$ cat src/rtl/wm_pkg.sv
`timescale 1ns/1ps
package wm_pkg;
    localparam int WORD_W      = 32;
    localparam int TIMER_WORDS = 2;
    localparam int NUM_BANKS   = 5;

    // Bank order is fixed by the address map (software decodes it).
    typedef enum int unsigned {
        BANK_ENABLE = 0,
        BANK_FALL   = 1,
        BANK_RISE   = 2,
        BANK_POL    = 3,
        BANK_STATUS = 4
    } bank_e;

    function automatic int words_for(input int pins);
        return (pins + WORD_W - 1) / WORD_W;
    endfunction

    function automatic int addr_bits(input int pins);
        return $clog2(TIMER_WORDS + NUM_BANKS * words_for(pins)) + 2;
    endfunction
endpackage

$ cat src/rtl/wm_sync_edge.sv
`timescale 1ns/1ps
module wm_sync_edge #(
    parameter int NUM_PINS = 40
) (
    input  logic                clk,
    input  logic                rst_n,
    input  logic [NUM_PINS-1:0] pins_i,
    output logic [NUM_PINS-1:0] lvl_o,
    output logic [NUM_PINS-1:0] rise_o,
    output logic [NUM_PINS-1:0] fall_o
);
    typedef struct packed {
        logic [NUM_PINS-1:0] meta;
        logic [NUM_PINS-1:0] sync;
        logic [NUM_PINS-1:0] prev;
    } sync_t;

    sync_t sync_d, sync_q;

    always_comb begin
        sync_d      = sync_q;
        sync_d.meta = pins_i;
        sync_d.sync = sync_q.meta;
        sync_d.prev = sync_q.sync;
    end

    // Chain resets to the idle-high level so release from reset makes no edge.
    always_ff @(posedge clk or negedge rst_n) begin
        if (!rst_n) begin
            sync_q <= '1;
        end else begin
            sync_q <= sync_d;
        end
    end

    assign lvl_o  = sync_q.sync;
    assign rise_o = sync_q.sync & ~sync_q.prev;
    assign fall_o = ~sync_q.sync & sync_q.prev;
endmodule

$ cat src/rtl/wm_event_detect.sv
`timescale 1ns/1ps
module wm_event_detect #(
    parameter int NUM_PINS = 40
) (
    input  logic [NUM_PINS-1:0] lvl_i,
    input  logic [NUM_PINS-1:0] rise_i,
    input  logic [NUM_PINS-1:0] fall_i,
    input  logic [NUM_PINS-1:0] cfg_rise_i,
    input  logic [NUM_PINS-1:0] cfg_fall_i,
    input  logic [NUM_PINS-1:0] cfg_pol_i,
    output logic [NUM_PINS-1:0] hit_o
);
    for (genvar p = 0; p < NUM_PINS; p++) begin : g_pin
        logic edge_hit;
        logic level_hit;
        assign edge_hit  = (cfg_rise_i[p] & rise_i[p]) | (cfg_fall_i[p] & fall_i[p]);
        // Level-high when selected; level-low only when no edge is armed.
        assign level_hit = cfg_pol_i[p] ? lvl_i[p]
                                        : (~cfg_rise_i[p] & ~cfg_fall_i[p] & ~lvl_i[p]);
        assign hit_o[p]  = edge_hit | level_hit;
    end
endmodule

$ cat src/rtl/wm_regbank.sv
`timescale 1ns/1ps
module wm_regbank
    import wm_pkg::*;
#(
    parameter int NUM_PINS = 40,
    parameter int ADDR_W   = addr_bits(NUM_PINS)
) (
    input  logic                clk,
    input  logic                rst_n,
    input  logic                bus_en,
    input  logic                bus_we,
    input  logic [ADDR_W-1:0]   bus_addr,
    input  logic [WORD_W-1:0]   bus_wdata,
    input  logic [NUM_PINS-1:0] hit_i,
    output logic [WORD_W-1:0]   bus_rdata,
    output logic [NUM_PINS-1:0] en_o,
    output logic [NUM_PINS-1:0] fall_o,
    output logic [NUM_PINS-1:0] rise_o,
    output logic [NUM_PINS-1:0] pol_o,
    output logic [NUM_PINS-1:0] stat_o
);
    localparam int WORDS = words_for(NUM_PINS);
    localparam int PAD_W = WORDS * WORD_W;
    localparam int WI_W  = ADDR_W - 2;
    localparam logic [PAD_W-1:0] PIN_MASK = {PAD_W{1'b1}} >> (PAD_W - NUM_PINS);

    typedef struct packed {
        logic [WORD_W-1:0]                  tmr0;
        logic [WORD_W-1:0]                  tmr1;
        logic [NUM_BANKS-1:0][PAD_W-1:0]    bank;
        logic [WORD_W-1:0]                  rdata;
    } regs_t;

    regs_t regs_d, regs_q;

    logic [WI_W-1:0]   word_idx;
    logic              aligned;
    logic              wr_go;
    logic              rd_go;
    logic [WORD_W-1:0] rd_val;
    logic [PAD_W-1:0]  hit_pad;

    assign word_idx = bus_addr[ADDR_W-1:2];
    assign aligned  = (bus_addr[1:0] == 2'b00);
    assign hit_pad  = PAD_W'(hit_i);

    always_comb begin
        regs_d = regs_q;
        wr_go  = bus_en & bus_we & aligned;
        rd_go  = bus_en & ~bus_we;
        rd_val = '0;

        if (aligned && word_idx == WI_W'(0)) begin
            rd_val = regs_q.tmr0;
            if (wr_go) regs_d.tmr0 = bus_wdata;
        end
        if (aligned && word_idx == WI_W'(1)) begin
            rd_val = regs_q.tmr1;
            if (wr_go) regs_d.tmr1 = bus_wdata;
        end

        for (int b = 0; b < NUM_BANKS; b++) begin
            for (int w = 0; w < WORDS; w++) begin
                if (aligned && word_idx == WI_W'(TIMER_WORDS + b * WORDS + w)) begin
                    rd_val = regs_q.bank[b][w*WORD_W +: WORD_W];
                    if (wr_go) begin
                        if (b == int'(BANK_STATUS)) begin
                            // Only zeros clear; ones keep the stored bit.
                            regs_d.bank[b][w*WORD_W +: WORD_W] =
                                regs_q.bank[b][w*WORD_W +: WORD_W] & bus_wdata;
                        end else begin
                            regs_d.bank[b][w*WORD_W +: WORD_W] = bus_wdata;
                        end
                    end
                end
            end
        end

        // New events win over a clearing write in the same cycle.
        regs_d.bank[BANK_STATUS] = regs_d.bank[BANK_STATUS] | hit_pad;

        for (int b = 0; b < NUM_BANKS; b++) begin
            regs_d.bank[b] = regs_d.bank[b] & PIN_MASK;
        end

        if (rd_go) regs_d.rdata = rd_val;
    end

    always_ff @(posedge clk or negedge rst_n) begin
        if (!rst_n) begin
            regs_q <= '0;
        end else begin
            regs_q <= regs_d;
        end
    end

    assign bus_rdata = regs_q.rdata;
    assign en_o      = regs_q.bank[BANK_ENABLE][NUM_PINS-1:0];
    assign fall_o    = regs_q.bank[BANK_FALL][NUM_PINS-1:0];
    assign rise_o    = regs_q.bank[BANK_RISE][NUM_PINS-1:0];
    assign pol_o     = regs_q.bank[BANK_POL][NUM_PINS-1:0];
    assign stat_o    = regs_q.bank[BANK_STATUS][NUM_PINS-1:0];
endmodule

$ cat src/rtl/wake_monitor.sv
`timescale 1ns/1ps
module wake_monitor
    import wm_pkg::*;
#(
    parameter int NUM_PINS = 40
) (
    input  logic                          clk,
    input  logic                          rst_n,
    input  logic [NUM_PINS-1:0]           pins_i,
    input  logic                          bus_en,
    input  logic                          bus_we,
    input  logic [addr_bits(NUM_PINS)-1:0] bus_addr,
    input  logic [31:0]                   bus_wdata,
    output logic [31:0]                   bus_rdata,
    output logic                          wake_o
);
    localparam int ADDR_W = addr_bits(NUM_PINS);

    logic [NUM_PINS-1:0] sync_lvl;
    logic [NUM_PINS-1:0] sync_rise;
    logic [NUM_PINS-1:0] sync_fall;
    logic [NUM_PINS-1:0] cfg_en;
    logic [NUM_PINS-1:0] cfg_fall;
    logic [NUM_PINS-1:0] cfg_rise;
    logic [NUM_PINS-1:0] cfg_pol;
    logic [NUM_PINS-1:0] stat_vec;
    logic [NUM_PINS-1:0] pin_hit;

    wm_sync_edge #(.NUM_PINS(NUM_PINS)) u_sync (
        .clk    (clk),
        .rst_n  (rst_n),
        .pins_i (pins_i),
        .lvl_o  (sync_lvl),
        .rise_o (sync_rise),
        .fall_o (sync_fall)
    );

    wm_event_detect #(.NUM_PINS(NUM_PINS)) u_detect (
        .lvl_i      (sync_lvl),
        .rise_i     (sync_rise),
        .fall_i     (sync_fall),
        .cfg_rise_i (cfg_rise),
        .cfg_fall_i (cfg_fall),
        .cfg_pol_i  (cfg_pol),
        .hit_o      (pin_hit)
    );

    wm_regbank #(.NUM_PINS(NUM_PINS), .ADDR_W(ADDR_W)) u_bank (
        .clk       (clk),
        .rst_n     (rst_n),
        .bus_en    (bus_en),
        .bus_we    (bus_we),
        .bus_addr  (bus_addr),
        .bus_wdata (bus_wdata),
        .hit_i     (pin_hit),
        .bus_rdata (bus_rdata),
        .en_o      (cfg_en),
        .fall_o    (cfg_fall),
        .rise_o    (cfg_rise),
        .pol_o     (cfg_pol),
        .stat_o    (stat_vec)
    );

    typedef struct packed {
        logic wake;
    } wake_t;

    wake_t wake_d, wake_q;

    always_comb begin
        wake_d      = wake_q;
        wake_d.wake = |(stat_vec & cfg_en);
    end

    always_ff @(posedge clk or negedge rst_n) begin
        if (!rst_n) begin
            wake_q <= '0;
        end else begin
            wake_q <= wake_d;
        end
    end

    assign wake_o = wake_q.wake;
endmodule

$ cat config.mk
export PLATFORM = sky130hd
export DESIGN_NAME = wake_monitor
export DESIGN_NICKNAME = d
export VERILOG_FILES = /design/src/rtl/wm_pkg.sv /design/src/rtl/wm_sync_edge.sv /design/src/rtl/wm_event_detect.sv /design/src/rtl/wm_regbank.sv /design/src/rtl/wake_monitor.sv
export SDC_FILE = /design/constraint.sdc
export NUM_CORES = 1
export LEC_CHECK = 0
export ABC_AREA = 1
export BUFFER_PORTS_ARGS = -buffer_cell sky130_fd_sc_hd__buf_2
export CAP_MARGIN = 20
export CORE_ASPECT_RATIO = 1.1
export CORE_UTILIZATION = 50
export CTS_CLUSTER_SIZE = 8
export DETAILED_ROUTE_END_ITERATION = 12
export PLACE_DENSITY = 0.7
export SLEW_MARGIN = 20
export SYNTH_ARGS = -nofsm -noshare
export SYNTH_HDL_FRONTEND = slang
export SYNTH_SLANG_ARGS = --single-unit
$ cat constraint.sdc
create_clock -name clk -period 1.3 [get_ports clk]
set_clock_uncertainty 0.15 [all_clocks]
set_input_delay 0.26 -clock clk [delete_from_list [all_inputs] [get_ports clk]]
set_output_delay 0.26 -clock clk [all_outputs]
set_load 0.01 [all_outputs]
==> flow_summary.ini <==
[run_status]
outcome = finished, violations left
violations = negative setup slack

[sta]
worst_slew_pin_slew_ps = 423
maxSlewViolCount = 0
setup_viol = 35
setup_ws_ps = -304
final.period_utilization_pct = 123
finalHoldViolCount = 0
period_needed_ps = 1600
max_slew_margin_pct = 71.7
rsz0062_at_grt = true
final.setup.tns_ps = -8360
clock.fmax_mhz = 624

[route]
drc = 0
dr_total_vias = 15249
wl_per_cell_um = 18.3
vias_per_cell = 5.51
antenna_left = 0
drt_wl_total_um = 50500
first_pass_iters = 5
drt-initial-drc-count = 1376

[layout]
multi_input_area_um2 = 6140
design_area_um2 = 23300
diodes = 0
fin_nets = 2363
fin_util_pct = 67.5
area_growth_pct = 32.0
drive_gt1_share_pct = 27.1
seqCellArea_um2 = 10600
fillers = 2632

[yosys]
ys_warn_count = 0
ys_ff_latch = 417
synthCells = 1930
synth_cell_types = 30
ys_seq_area_share_pct = 60.1
synth.cell_area_um2 = 17600
synthesis.nets = 2012
synth_area_per_cell_um2 = 9.12
synth_top_area_cell = dfrtp_1
yosys-top-cells-area = dfrtp_1 42%, dfstp_2 18%, nand2_1 13%, o21ai_0 7.3%, inv_1 3.5%
yosysTopAreaCellShare_pct = 42.2

[worst_setup_path]
cp_cell_sequence = buf_2
startpoint_type = flop
crit_arrival_ps = 1190
critPathMaxStageDelay_ps = 430
crit_buf_inv = 1
crit_type = flop to output port
crit_required_ps = 890
cp_max_fo = 2
cp_slowest_cell = dfrtp_1
critPathCaptureType = output port
cpLargestDelayFamily = flip-flops

[placed_design]
dp_hpwl_um = 31800
io_buffers = 114
place_area_um2 = 20200
gp_congestion = 0.893

[pwr]
power_frac_comb_pct = 6.5
p_leak_nw = 10.8
switchingPower_mw = 6.93
ir_drop_uv = 1240
p_sw_share_pct = 23.3
pwr-share-clk_pct = 46.7
seq_power_share_pct = 46.8
intPower_mw = 22.8
cellPowerDensity_nw_per_um2 = 1280

[cts]
root_buffer = clkbuf_16
tritoncts = built
cts.sinks = 417
clkLatencyLatePin_ps = 610
cts.path.max_buffers = 3
h-tree-depth = 2
clk_pin_slew_worst_paths_ps = 50
numCtsBuffers = 58

[global_route]
grt_pass1_vias = 15141
grt_pass1_wl_um = 80100
grt_max_degree = 58
gr-total-overflow = 0
antenna_found_initial = 0
track_usage_pct = 28.5

[job]
cap_violations = 0

[floorplanning]
die_w_um = 181
die_y_um = 199
core-area_um2 = 34500
start_util_pct = 51.1
io_pins = 115
fp-row-count = 71
die_area_um2 = 36000

[worst_hold_path]
hold_class = input pin to asynchronous set/reset pin
cell usage after synthesis:
| master | instances |
|---|---|
| nand4_1 | 52 |
| nand2_4 | 1 |
| a211oi_1 | 1 |
| nor3b_1 | 1 |
| dfstp_2 | 120 |
| dfrtp_1 | 297 |
| nor2_1 | 49 |
| o31ai_1 | 50 |
| clkinv_1 | 1 |
| inv_1 | 163 |
| nor3_2 | 1 |
| clkbuf_1 | 59 |
| or2_2 | 1 |
| inv_2 | 4 |
| nor3_1 | 2 |
| nand3_1 | 48 |
| buf_2 | 24 |
| o21ai_0 | 256 |
| nor2_4 | 6 |
| o211ai_1 | 40 |
| nand2_1 | 590 |
| nor4_1 | 1 |
| a21oi_1 | 89 |
| a22o_1 | 19 |
| buf_1 | 1 |
| nor2_2 | 3 |
| nand2_2 | 7 |
| o21ai_1 | 4 |
| a221oi_1 | 5 |
| buf_4 | 35 |
cell type report:
class                      instances  share of cell area, %
tap                              438                   2.36
clock inverter                     4                  0.183
timing repair buffer             410                   15.7
multi-input combinational       1226                   26.4
clock buffer                     105                   7.00
sequential                       417                   45.5
inverter                         168                   2.83
routing by layer:
layer	routed length, µm	global-route usage [%]
met1	21200	37.6
met3	3410	4.38
met2	24000	46.6
met4	1900	13.0
met5	0	0
path summary, 6_finish.rpt:
check	start	end	slack [ps]	depth (start not counted)
min reg2reg	u_sync.sync_d[77]	u_sync.lvl_o[37]	200	0
max	u_bank.bus_rdata[21]	bus_rdata[21]	-300	1
max in group asynchronous	rst_n	u_bank.rise_o[12]	10	3
max reg2reg	u_bank.en_o[12]	wake_o	-250	7
min in group clk	pins_i[31]	u_sync.sync_d[71]	150	2
min	rst_n	u_bank.rise_o[10]	130	3
per-stage QoR:
stage,std cells,worst slack (ps),power (mW),hold WS (ps)
CTS,2748,-325,29.8,113
finish,2768,-304,29.7,135
floorplan,1930,-226,14.7,-186
detailed placement,2553,-672,15.7,-35.0
global route,2768,-334,30.8,132
global placement,2553,-612,15.7,-33.5
flip-flops by register name, indices dropped and copies added (netlist names):
| name | cells |
|---|---|
| u_sync.lvl_o | 40 |
| u_bank.stat_o | 40 |
| u_sync.sync_q | 40 |
| u_bank.regs_q | 64 |
| u_bank.en_o | 40 |
| u_bank.bus_rdata | 32 |
| u_sync.sync_d | 40 |
| u_bank.fall_o | 40 |
| wake_o | 1 |
| u_bank.rise_o | 40 |
| u_bank.pol_o | 40 |
power by group through the flow:
| stage | combinational, mW | clock (mW) | sequential (mW) |
|---|---|---|---|
| final | 1.94 | 13.9 | 13.9 |
| after global routing | 2.14 | 14.7 | 13.9 |
| after CTS | 1.88 | 14.1 | 13.9 |
| after detailed placement | 1.65 | 0 | 14.1 |
| after global placement | 1.61 | 0 | 14.0 |
| after floorplan | 0.691 | 0 | 14.0 |
cell families after synthesis:
group	count (synthesis)	synth area share [%]
compound gates	464	15.0
buf+inv	287	7.03
flops	417	60.1
simple gates	762	17.9
cells in the final DEF, fill, tap and decap left out, types with 2 or more instances in the layout:
cell type,synthesis,routed
nand2_1,590,575
dfrtp_1,297,297
o21ai_0,256,252
buf_4,35,156
inv_1,163,150
dfstp_2,120,120
buf_2,24,109
dlygate4sd3_1,0,74
a21oi_1,89,72
clkbuf_16,0,59
nand4_1,52,52
o31ai_1,50,48
clkbuf_1,59,47
buf_12,0,43
o211ai_1,40,40
nor2_1,49,34
buf_6,0,25
nand3_2,0,23
nand3_1,48,23
a22o_1,19,19
nand2_2,7,17
a21oi_2,0,17
nor2_2,3,15
inv_2,4,12
nor2_4,6,9
o21ai_1,4,8
nand2_4,1,6
inv_6,0,3
a221oi_2,0,3
nor3_1,2,2
inv_4,0,2
o31ai_2,0,2
a221oi_1,5,2
nand3_4,0,2
timing repair:
item,in CTS,in global routing
gates resized for setup,17,96
hold endpoints to repair,673,6
endpoints found under the setup margin,70,121
hold buffers,74,1
cloned,0,2
pin swaps,14,40
setup buffers,12,22
Note: power is estimated with default switching activity, not from simulation.
